<file path="config.mk">
export PLATFORM = sky130hd
export DESIGN_NAME = serial_cmd_decoder
export DESIGN_NICKNAME = d
export VERILOG_FILES = /design/src/rtl/scd_pkg.sv /design/src/rtl/scd_frame.sv /design/src/rtl/scd_short_dec.sv /design/src/rtl/scd_id_seq.sv /design/src/rtl/serial_cmd_decoder.sv
export SDC_FILE = /design/constraint.sdc
export NUM_CORES = 1
export LEC_CHECK = 0
export CAP_MARGIN = 20
export CORE_AREA = 2 2 60 119
export DETAILED_ROUTE_END_ITERATION = 16
export DIE_AREA = 0 0 62 121
export PLACE_DENSITY = 0.72
export REMOVE_ABC_BUFFERS = 1
export SETUP_SLACK_MARGIN = 0.2
export SYNTH_ARGS = -nofsm -noshare
export SYNTH_HDL_FRONTEND = slang
export SYNTH_SLANG_ARGS = --single-unit
</file>
<file path="constraint.sdc">
create_clock -name clk -period 1.8 [get_ports clk]
set_clock_uncertainty 0.15 [all_clocks]
set_input_delay 0.27 -clock clk [delete_from_list [all_inputs] [get_ports clk]]
set_output_delay 0.27 -clock clk [all_outputs]
set_load 0.005 [all_outputs]
</file>
<file path="src/rtl/scd_pkg.sv">
package scd_pkg;

    localparam int unsigned BYTE_W = 8;

    localparam logic [6:0] SC_RESET  = 7'h00;
    localparam logic [6:0] SC_ARM    = 7'h01;
    localparam logic [6:0] SC_IDENT  = 7'h02;
    localparam logic [6:0] SC_RESUME = 7'h11;
    localparam logic [6:0] SC_PAUSE  = 7'h13;

    typedef struct packed {
        logic rst;
        logic arm;
        logic ident;
        logic pause;
        logic resume;
    } short_cmd_t;

    localparam int unsigned ID_LEN = 4;

    function automatic logic [BYTE_W-1:0] id_char(input logic [1:0] idx,
                                                  input logic [BYTE_W-1:0] ver);
        logic [BYTE_W-1:0] c;
        case (idx)
            2'd0:    c = 8'h53;
            2'd1:    c = 8'h4C;
            2'd2:    c = 8'h41;
            default: c = ver;
        endcase
        return c;
    endfunction

endpackage

</file>
<file path="src/rtl/scd_frame.sv">
module scd_frame #(
    parameter int unsigned ARG_BYTES = 4
) (
    input  logic                   clk,
    input  logic                   rst_n,
    input  logic                   rx_valid,
    input  logic [7:0]             rx_data,
    output logic                   short_stb,
    output logic [6:0]             short_code,
    output logic                   long_stb,
    output logic [7:0]             long_op,
    output logic [8*ARG_BYTES-1:0] long_arg
);
    localparam int unsigned ARG_W = 8 * ARG_BYTES;
    localparam int unsigned CNT_W = $clog2(ARG_BYTES + 1);

    typedef struct packed {
        logic [CNT_W-1:0] left;
        logic [7:0]       op;
        logic [ARG_W-1:0] arg;
        logic             sstb;
        logic [6:0]       scode;
        logic             lstb;
    } frame_t;

    frame_t st_d, st_q;

    always_comb begin
        st_d      = st_q;
        st_d.sstb = 1'b0;
        st_d.lstb = 1'b0;
        if (rx_valid) begin
            if (st_q.left != '0) begin
                st_d.arg  = {rx_data, st_q.arg[ARG_W-1:8]};
                st_d.left = st_q.left - CNT_W'(1);
                if (st_q.left == CNT_W'(1)) begin
                    st_d.lstb = 1'b1;
                end
            end else if (rx_data[7]) begin
                st_d.op   = rx_data;
                st_d.arg  = '0;
                st_d.left = CNT_W'(ARG_BYTES);
            end else begin
                st_d.sstb  = 1'b1;
                st_d.scode = rx_data[6:0];
            end
        end
    end

    always_ff @(posedge clk or negedge rst_n) begin
        if (!rst_n) begin
            st_q <= '0;
        end else begin
            st_q <= st_d;
        end
    end

    assign short_stb  = st_q.sstb;
    assign short_code = st_q.scode;
    assign long_stb   = st_q.lstb;
    assign long_op    = st_q.op;
    assign long_arg   = st_q.arg;

endmodule

</file>
<file path="src/rtl/scd_short_dec.sv">
module scd_short_dec
    import scd_pkg::*;
(
    input  logic       stb,
    input  logic [6:0] code,
    output short_cmd_t cmd
);
    always_comb begin
        cmd        = '0;
        cmd.rst    = stb && (code == SC_RESET);
        cmd.arm    = stb && (code == SC_ARM);
        cmd.ident  = stb && (code == SC_IDENT);
        cmd.resume = stb && (code == SC_RESUME);
        cmd.pause  = stb && (code == SC_PAUSE);
    end
endmodule

</file>
<file path="src/rtl/scd_id_seq.sv">
module scd_id_seq
    import scd_pkg::*;
#(
    parameter logic [7:0] VERSION_CHAR = 8'h31
) (
    input  logic       clk,
    input  logic       rst_n,
    input  logic       start,
    input  logic       abort,
    input  logic       tx_ready,
    output logic       tx_valid,
    output logic [7:0] tx_data
);
    localparam int unsigned IDX_W = $clog2(ID_LEN);

    typedef struct packed {
        logic             active;
        logic [IDX_W-1:0] idx;
    } seq_t;

    seq_t sq_d, sq_q;

    always_comb begin
        sq_d = sq_q;
        if (abort) begin
            sq_d.active = 1'b0;
        end else if (!sq_q.active) begin
            if (start) begin
                sq_d.active = 1'b1;
                sq_d.idx    = '0;
            end
        end else if (tx_ready) begin
            if (sq_q.idx == IDX_W'(ID_LEN - 1)) begin
                sq_d.active = 1'b0;
            end else begin
                sq_d.idx = sq_q.idx + IDX_W'(1);
            end
        end
    end

    always_ff @(posedge clk or negedge rst_n) begin
        if (!rst_n) begin
            sq_q <= '0;
        end else begin
            sq_q <= sq_d;
        end
    end

    assign tx_valid = sq_q.active;
    assign tx_data  = id_char(2'(sq_q.idx), VERSION_CHAR);

endmodule

</file>
<file path="src/rtl/serial_cmd_decoder.sv">
module serial_cmd_decoder
    import scd_pkg::*;
#(
    parameter int unsigned ARG_BYTES    = 4,
    parameter logic [7:0]  VERSION_CHAR = 8'h31
) (
    input  logic                   clk,
    input  logic                   rst_n,
    input  logic                   rx_valid,
    input  logic [7:0]             rx_data,
    output logic                   rst_pulse,
    output logic                   arm_pulse,
    output logic                   ident_pulse,
    output logic                   pause_pulse,
    output logic                   resume_pulse,
    output logic                   cfg_valid,
    output logic [7:0]             cfg_opcode,
    output logic [8*ARG_BYTES-1:0] cfg_arg,
    output logic                   tx_valid,
    output logic [7:0]             tx_data,
    input  logic                   tx_ready
);
    logic       sstb;
    logic [6:0] scode;
    short_cmd_t cmd;

    scd_frame #(.ARG_BYTES(ARG_BYTES)) u_frame (
        .clk        (clk),
        .rst_n      (rst_n),
        .rx_valid   (rx_valid),
        .rx_data    (rx_data),
        .short_stb  (sstb),
        .short_code (scode),
        .long_stb   (cfg_valid),
        .long_op    (cfg_opcode),
        .long_arg   (cfg_arg)
    );

    scd_short_dec u_dec (
        .stb  (sstb),
        .code (scode),
        .cmd  (cmd)
    );

    scd_id_seq #(.VERSION_CHAR(VERSION_CHAR)) u_seq (
        .clk      (clk),
        .rst_n    (rst_n),
        .start    (cmd.ident),
        .abort    (cmd.rst),
        .tx_ready (tx_ready),
        .tx_valid (tx_valid),
        .tx_data  (tx_data)
    );

    assign rst_pulse    = cmd.rst;
    assign arm_pulse    = cmd.arm;
    assign ident_pulse  = cmd.ident;
    assign pause_pulse  = cmd.pause;
    assign resume_pulse = cmd.resume;

endmodule

</file>
==> metrics.yaml, run 1 <==
status: "finished with violations"
violations: "negative setup slack"
critical_path_class: "register to primary output"
final_cell_area_um2: 3720
netlist_area_um2: 2570
finalCriticalPeriod_ns: 1.99
drt_pre_antenna_iters: 4
swShare: 0.311
p_leak_nw: 2.05
cap_violations: 0
crit_start: "u_frame.short_code[2]$_DFFE_PN0P_"
holdCritPathClass: "primary input to asynchronous set/reset pin"
synth_ff_type: "dfrtp_1"
grt_antenna_before_repair: 0
r2r_slack_ns: -0.10
grt_pass1_vias: 1788
antenna_left: 0
coreArea_um2: 6570
wirelength_um: 6000
yosysMostFrequentCell: "dfrtp_1"
synth_top_area_cell: "dfrtp_1"
rsz0062_at_grt: "yes"
clkTransAtPathRegs_ns: 0.07
clock-sinks: 55
die_x_um: 62
cts_buffer_depth: 2
clock_power_share: 0.152
fin_util: 0.567
cp-end-kind: "primary output"
vias: 1776
place.port_buffers: 65
p_total_mw: 6.04
place_hpwl_um: 3750
stdcell_count: 364
drive_above_1_share: 0.373
period_share: 1.10
tritoncts: "yes"
hold_viol_final: 0
die_area_um2: 7500
syn_to_final_growth_pct: 44.7
critical_path_arrival_ns: 1.57
ioPinCount: 67
cts-root-buf: "clkbuf_16"
initial_core_util: 0.392
n_antenna_cell: 0
routedWlPerCell_um: 16.5
switching_power_mw: 1.88
grt_overflow: 0
synth_top_area_frac: 0.535
grt_max_degree: 33
synth_area_leaders: "dfrtp_1 (53%), buf_4 (12%), a22o_1 (11%)"
first_iter_violations: 57
worstRegToRegCells: 5
peakVddDrop_uv: 925
drv_slew: 0
synthTopCellsByCount: "dfrtp_1 (55), buf_4 (42), a22o_1 (31)"
r2r-start: "u_frame.short_code[2]$_DFFE_PN0P_"
finalSetupViolCount: 6
fin_ws_ns: -0.186
cts_made_buffers: 5
htreeDepth: 2
clock_latency_ns: 0.29
grt_pass1_wl_um: 8950
p_per_area_nw_per_um2: 1620
r2r_end: "u_seq.sq_q[1]$_DFFE_PN0P_"
vias_per_cell: 4.88
seqPwrFrac: 0.355
die_h_um: 121
synth-edff-count: 0
async_flop_share: 1.00
fmax_mhz: 503
combPwrFrac: 0.493
ys_ff_latch: 55
cp-start-kind: "register"
crit_required_ns: 1.38
dpl_worst_slack_ns: -0.354
placed_area_um2: 3170
drc: 0
crit_fanout: 3
gp_congestion: 0.731
dp.cells: 329
p_int_mw: 4.16
syn_inst: 210
synth_area_per_cell_um2: 12.3
grt_usage: 0.162
finalNetCount: 292
synth_cell_types: 35
yosysWarningCount: 0
num_rows: 42
yosysSeqAreaShare: 0.535
-- power groups by stage --
stage	Combinational [mW]	Clock (mW)	Sequential, mW
after floorplan	0.845	0	2.22
after global placement	2.39	0	2.18
after detailed placement	2.45	0	2.20
after CTS	2.68	0.949	2.15
after global routing	3.21	1.01	2.22
final	2.97	0.919	2.14
-- logic make-up (layout without fill, tap and decap cells) --
group	after synthesis	in the layout	synth area share
AOI/OAI and AO/OA	43	43	0.145
and+or+nand+nor	33	33	0.0827
DFF	55	55	0.535
other	1	1	0.00146
muxes	14	14	0.0613
adders and majority gates	5	5	0.0243
buffers and inverters	59	125	0.151
-- placed cells by master, fill, tap and decap left out, drive strengths merged, types with 2 or more instances in the layout --
cell,synthesis,layout
inv,6,6
nand2b,3,3
or2b,2,2
o21ai,2,2
o32a,2,2
o311ai,4,4
dlymetal6s2s,0,23
a22o,31,31
nor2b,3,3
ha,5,5
dlygate4sd2,0,10
and2,2,2
buf,49,55
clkbuf,4,9
dfrtp,55,55
nor3,4,4
mux2,14,14
clkdlybuf4s50,0,20
nor2,2,2
nand2,6,6
-- worst max-delay path: stages (launching register included) --
cell	delay, ns
dfrtp_1	0.40
or4b_4	0.56
nor2_4	0.10
and2_1	0.12
buf_2	0.10
-- stage by stage --
step	TNS (ns)	hold WS [ns]
3_3_place_gp	-1.18	0.0255
6_report	-0.708	0.271
5_1_grt	-1.40	0.289
2_1_floorplan	-21.45	-0.176
3_5_place_dp	-1.46	0.0265
4_1_cts	-0.666	0.257
-- timing repair --
item	CTS	global route
pin swaps	12	8
setup buffers	16	7
setup endpoints to repair	42	69
hold endpoints to repair	11	0
gates resized for setup	74	42
hold buffers	1	0
gates cloned	0	3
-- flip-flops by register name, summed over array words and instances (netlist names) --
signal and flops:
u_frame.long_arg 32, u_frame.short_stb 1, u_frame.long_stb 1, u_frame.st_q 3, u_frame.long_op 8, u_frame.short_code 7
u_seq.tx_valid 1, u_seq.sq_q 2
-- worst max path at each step --
stage / end / slack, ns / cells after the start
floorplan: u_frame.long_arg[0]$_DFFE_PN0P_ / -0.67 / 2
global placement: ident_pulse / -0.34 / 4
global route: ident_pulse / -0.27 / 4
detailed placement: ident_pulse / -0.35 / 4
CTS: ident_pulse / -0.19 / 4
finish: ident_pulse / -0.19 / 4
-- area by class of cell --
cell class                      count  area (um^2)
Fill cell                         532         2850
Sequential cell                    55         1380
Timing Repair Buffer              111         1120
Multi-Input combinational cell     96          960
Clock buffer                        7          133
Tap cell                           88          110
Inverter                            6         22.5
Clock inverter                      1         5.00
-- layer usage --
metal / global-route usage / part of all wire / up-vias
met5: 0 / 0 / -
met4: 0.0691 / 0.027 / 0
li1: - / - / 836
met1: 0.195 / 0.37 / 883
met3: 0.0362 / 0.037 / 10
met2: 0.265 / 0.56 / 47
No activity file was read; power rests on OpenSTA's default activity.
==> run 2: changes to the inputs <==
Settings changed: CORE_AREA 2 2 60 119 to 3 3 61 120, DIE_AREA 0 0 62 121 to 0 0 64 123, SLEW_MARGIN set to 0.
==> metrics.yaml, run 2 (same netlist as run 1, synthesis figures left out) <==
cts_made_buffers: 5  # unchanged
place.port_buffers: 65  # unchanged
final_common_cell: "dfrtp_1"
grt_antenna_before_repair: 0  # unchanged
r2r-start: "u_frame.short_code[2]$_DFFE_PN0P_"
drc: 0  # unchanged
min_from: "rx_valid"
final_cell_area_um2: 4040  # +8.5%
cp-start-kind: "register"
p_per_area_nw_per_um2: 1680  # +3.7%
wirelength_um: 6550  # +9.2%
vias_per_cell: 4.84  # -0.86%
grt_overflow: 0  # unchanged
violations: "negative setup slack"
rsz0062_at_grt: "yes"
max_stage_delay_ns: 0.56  # about the same
path_cells: "or4b_4, nor2_4, and2_4, buf_6"
coreArea_um2: 6570  # unchanged
final.setup.tns_ns: -1.07  # -0.362 ns
initial_core_util: 0.392  # unchanged
grt_pass1_vias: 1765  # -1.3%
peakVddDrop_uv: 792  # -14%
stdcell_count: 387  # +6.3%
cts_buffer_depth: 2  # unchanged
holdCritPathClass: "primary input to register"
drt_pre_antenna_iters: 4  # unchanged
placed_area_um2: 3170  # unchanged
finalSetupViolCount: 7  # +1
drv_slew: 0  # unchanged
finalNetCount: 315  # +7.9%
critical_path_arrival_ns: 1.61  # +0.04 ns
finalCriticalPeriod_ns: 2.03  # +0.0446 ns
combPwrFrac: 0.522  # +0.029
syn_to_final_growth_pct: 57.0
clock_latency_ns: 0.29  # about the same
r2r_end: "u_seq.sq_q[1]$_DFFE_PN0P_"
gp_congestion: 0.730  # -0.12%
period_share: 1.13  # +0.0248
switching_power_mw: 2.02  # +7.7%
die_x_um: 64  # +3.2%
n_fill_cell: 520  # -2.3%
cts-root-buf: "clkbuf_16"
critical_path_class: "register to primary output"
die_area_um2: 7870  # +4.9%
die_h_um: 123  # +1.7%
clock_power_share: 0.164  # +0.012
crit_required_ns: 1.38  # about the same
grt_pass1_wl_um: 8980  # +0.38%
cp-end-kind: "primary output"
crit_fanout: 3  # unchanged
first_iter_violations: 89  # +56%
vias: 1872  # +5.4%
antenna_left: 0  # unchanged
drive_above_1_share: 0.435  # +0.0616
p_leak_nw: 2.13  # +4.0%
swShare: 0.298  # -0.0134
holdPathStages: 4
p_int_mw: 4.77  # +15%
clock-sinks: 55  # unchanged
tritoncts: "yes"
status: "finished with violations"
routedWlPerCell_um: 16.9  # +2.7%
fmax_mhz: 492  # -2.2%
cap_violations: 0  # unchanged
grt_usage: 0.146  # -0.0152
htreeDepth: 2  # unchanged
mostFrequentLayoutCells: "dfrtp_1 (54), buf_4 (44), a22o_1 (31)"
whs_endpoint: "u_frame.long_arg[31]$_DFFE_PN0P_"
worstRegToRegCells: 5  # unchanged
dp.cells: 329  # unchanged
hold_viol_final: 0  # unchanged
seqPwrFrac: 0.313  # -0.042
largest_reg_flops: 32  # unchanged
critPathSlowestCell: "or4b_4"
n_antenna_cell: 0  # unchanged
place_hpwl_um: 3620  # -3.7%
clkTransAtPathRegs_ns: 0.07  # about the same
p_total_mw: 6.80  # +13%
fin_ws_ns: -0.231  # -0.0446 ns
ioPinCount: 67  # unchanged
r2r_slack_ns: -0.11  # about the same
num_rows: 42  # unchanged
grt_max_degree: 56  # +70%
[run 2: worst max-delay path by stage]
stage	start	to	slack (ns)	cells after the start
after floorplan	u_frame.st_q[49]$_DFFE_PN0P_	u_frame.long_arg[0]$_DFFE_PN0P_	-0.67	2
after global placement	u_frame.short_code[0]$_DFFE_PN0P_	ident_pulse	-0.35	4
after detailed placement	u_frame.short_code[2]$_DFFE_PN0P_	ident_pulse	-0.37	4
after CTS	u_frame.short_code[4]$_DFFE_PN0P_	ident_pulse	-0.20	4
after global routing	u_frame.short_code[2]$_DFFE_PN0P_	ident_pulse	-0.27	4
final	u_frame.short_code[2]$_DFFE_PN0P_	ident_pulse	-0.23	4
[run 2: worst max-delay path: cells and delay by family (launching register included)]
family / cells / cell delay, ns
buf+inv: 1 / 0.08
flops: 1 / 0.40
simple gates: 3 / 0.85
[run 2: routing by layer]
metal / GRT usage / vias to the layer above / routed length, um
met5: 0 / - / 0
met4: 0.0650 / 0 / 148
met3: 0.0282 / 8 / 205
met2: 0.254 / 46 / 3670
met1: 0.173 / 935 / 2520
li1: - / 883 / -
[run 2: power groups by stage]
stage,clock [mW],sequential [mW],combinational (mW)
2_1_floorplan,0,2.22,0.845
3_3_place_gp,0,2.18,2.40
3_5_place_dp,0,2.20,2.45
4_1_cts,1.14,2.15,3.05
5_1_grt,1.20,2.20,3.80
6_report,1.12,2.13,3.55
[run 2: area by class of cell]
type / count / area [um^2] / share of cell area
clock buffers: 6 / 139 / 0.0344
clock inverters: 2 / 35.0 / 0.00867
inverters: 6 / 25.0 / 0.00619
multi-input cells: 97 / 985 / 0.244
flip-flops and latches: 55 / 1380 / 0.341
well taps: 88 / 110 / 0.0273
repair buffers: 133 / 1370 / 0.339
[run 2: stage by stage]
stage               hold WS [ns]  setup slack [ns]   util
finish                     0.311            -0.231  0.615
CTS                        0.331            -0.200  0.556
detailed placement         0.146            -0.372  0.483
floorplan                 -0.176            -0.673      -
global placement           0.138            -0.346  0.483
global route               0.335            -0.273  0.615
[run 2: repair_timing]
| item | CTS | global route |
|---|---|---|
| endpoints found under the hold margin | 55 | 0 |
| gates cloned | 0 | 7 |
| hold buffers | 1 | 0 |
| resized for setup | 97 | 37 |
| pin swaps | 11 | 7 |
| setup endpoints to repair | 43 | 84 |
| buffers inserted | 24 | 18 |
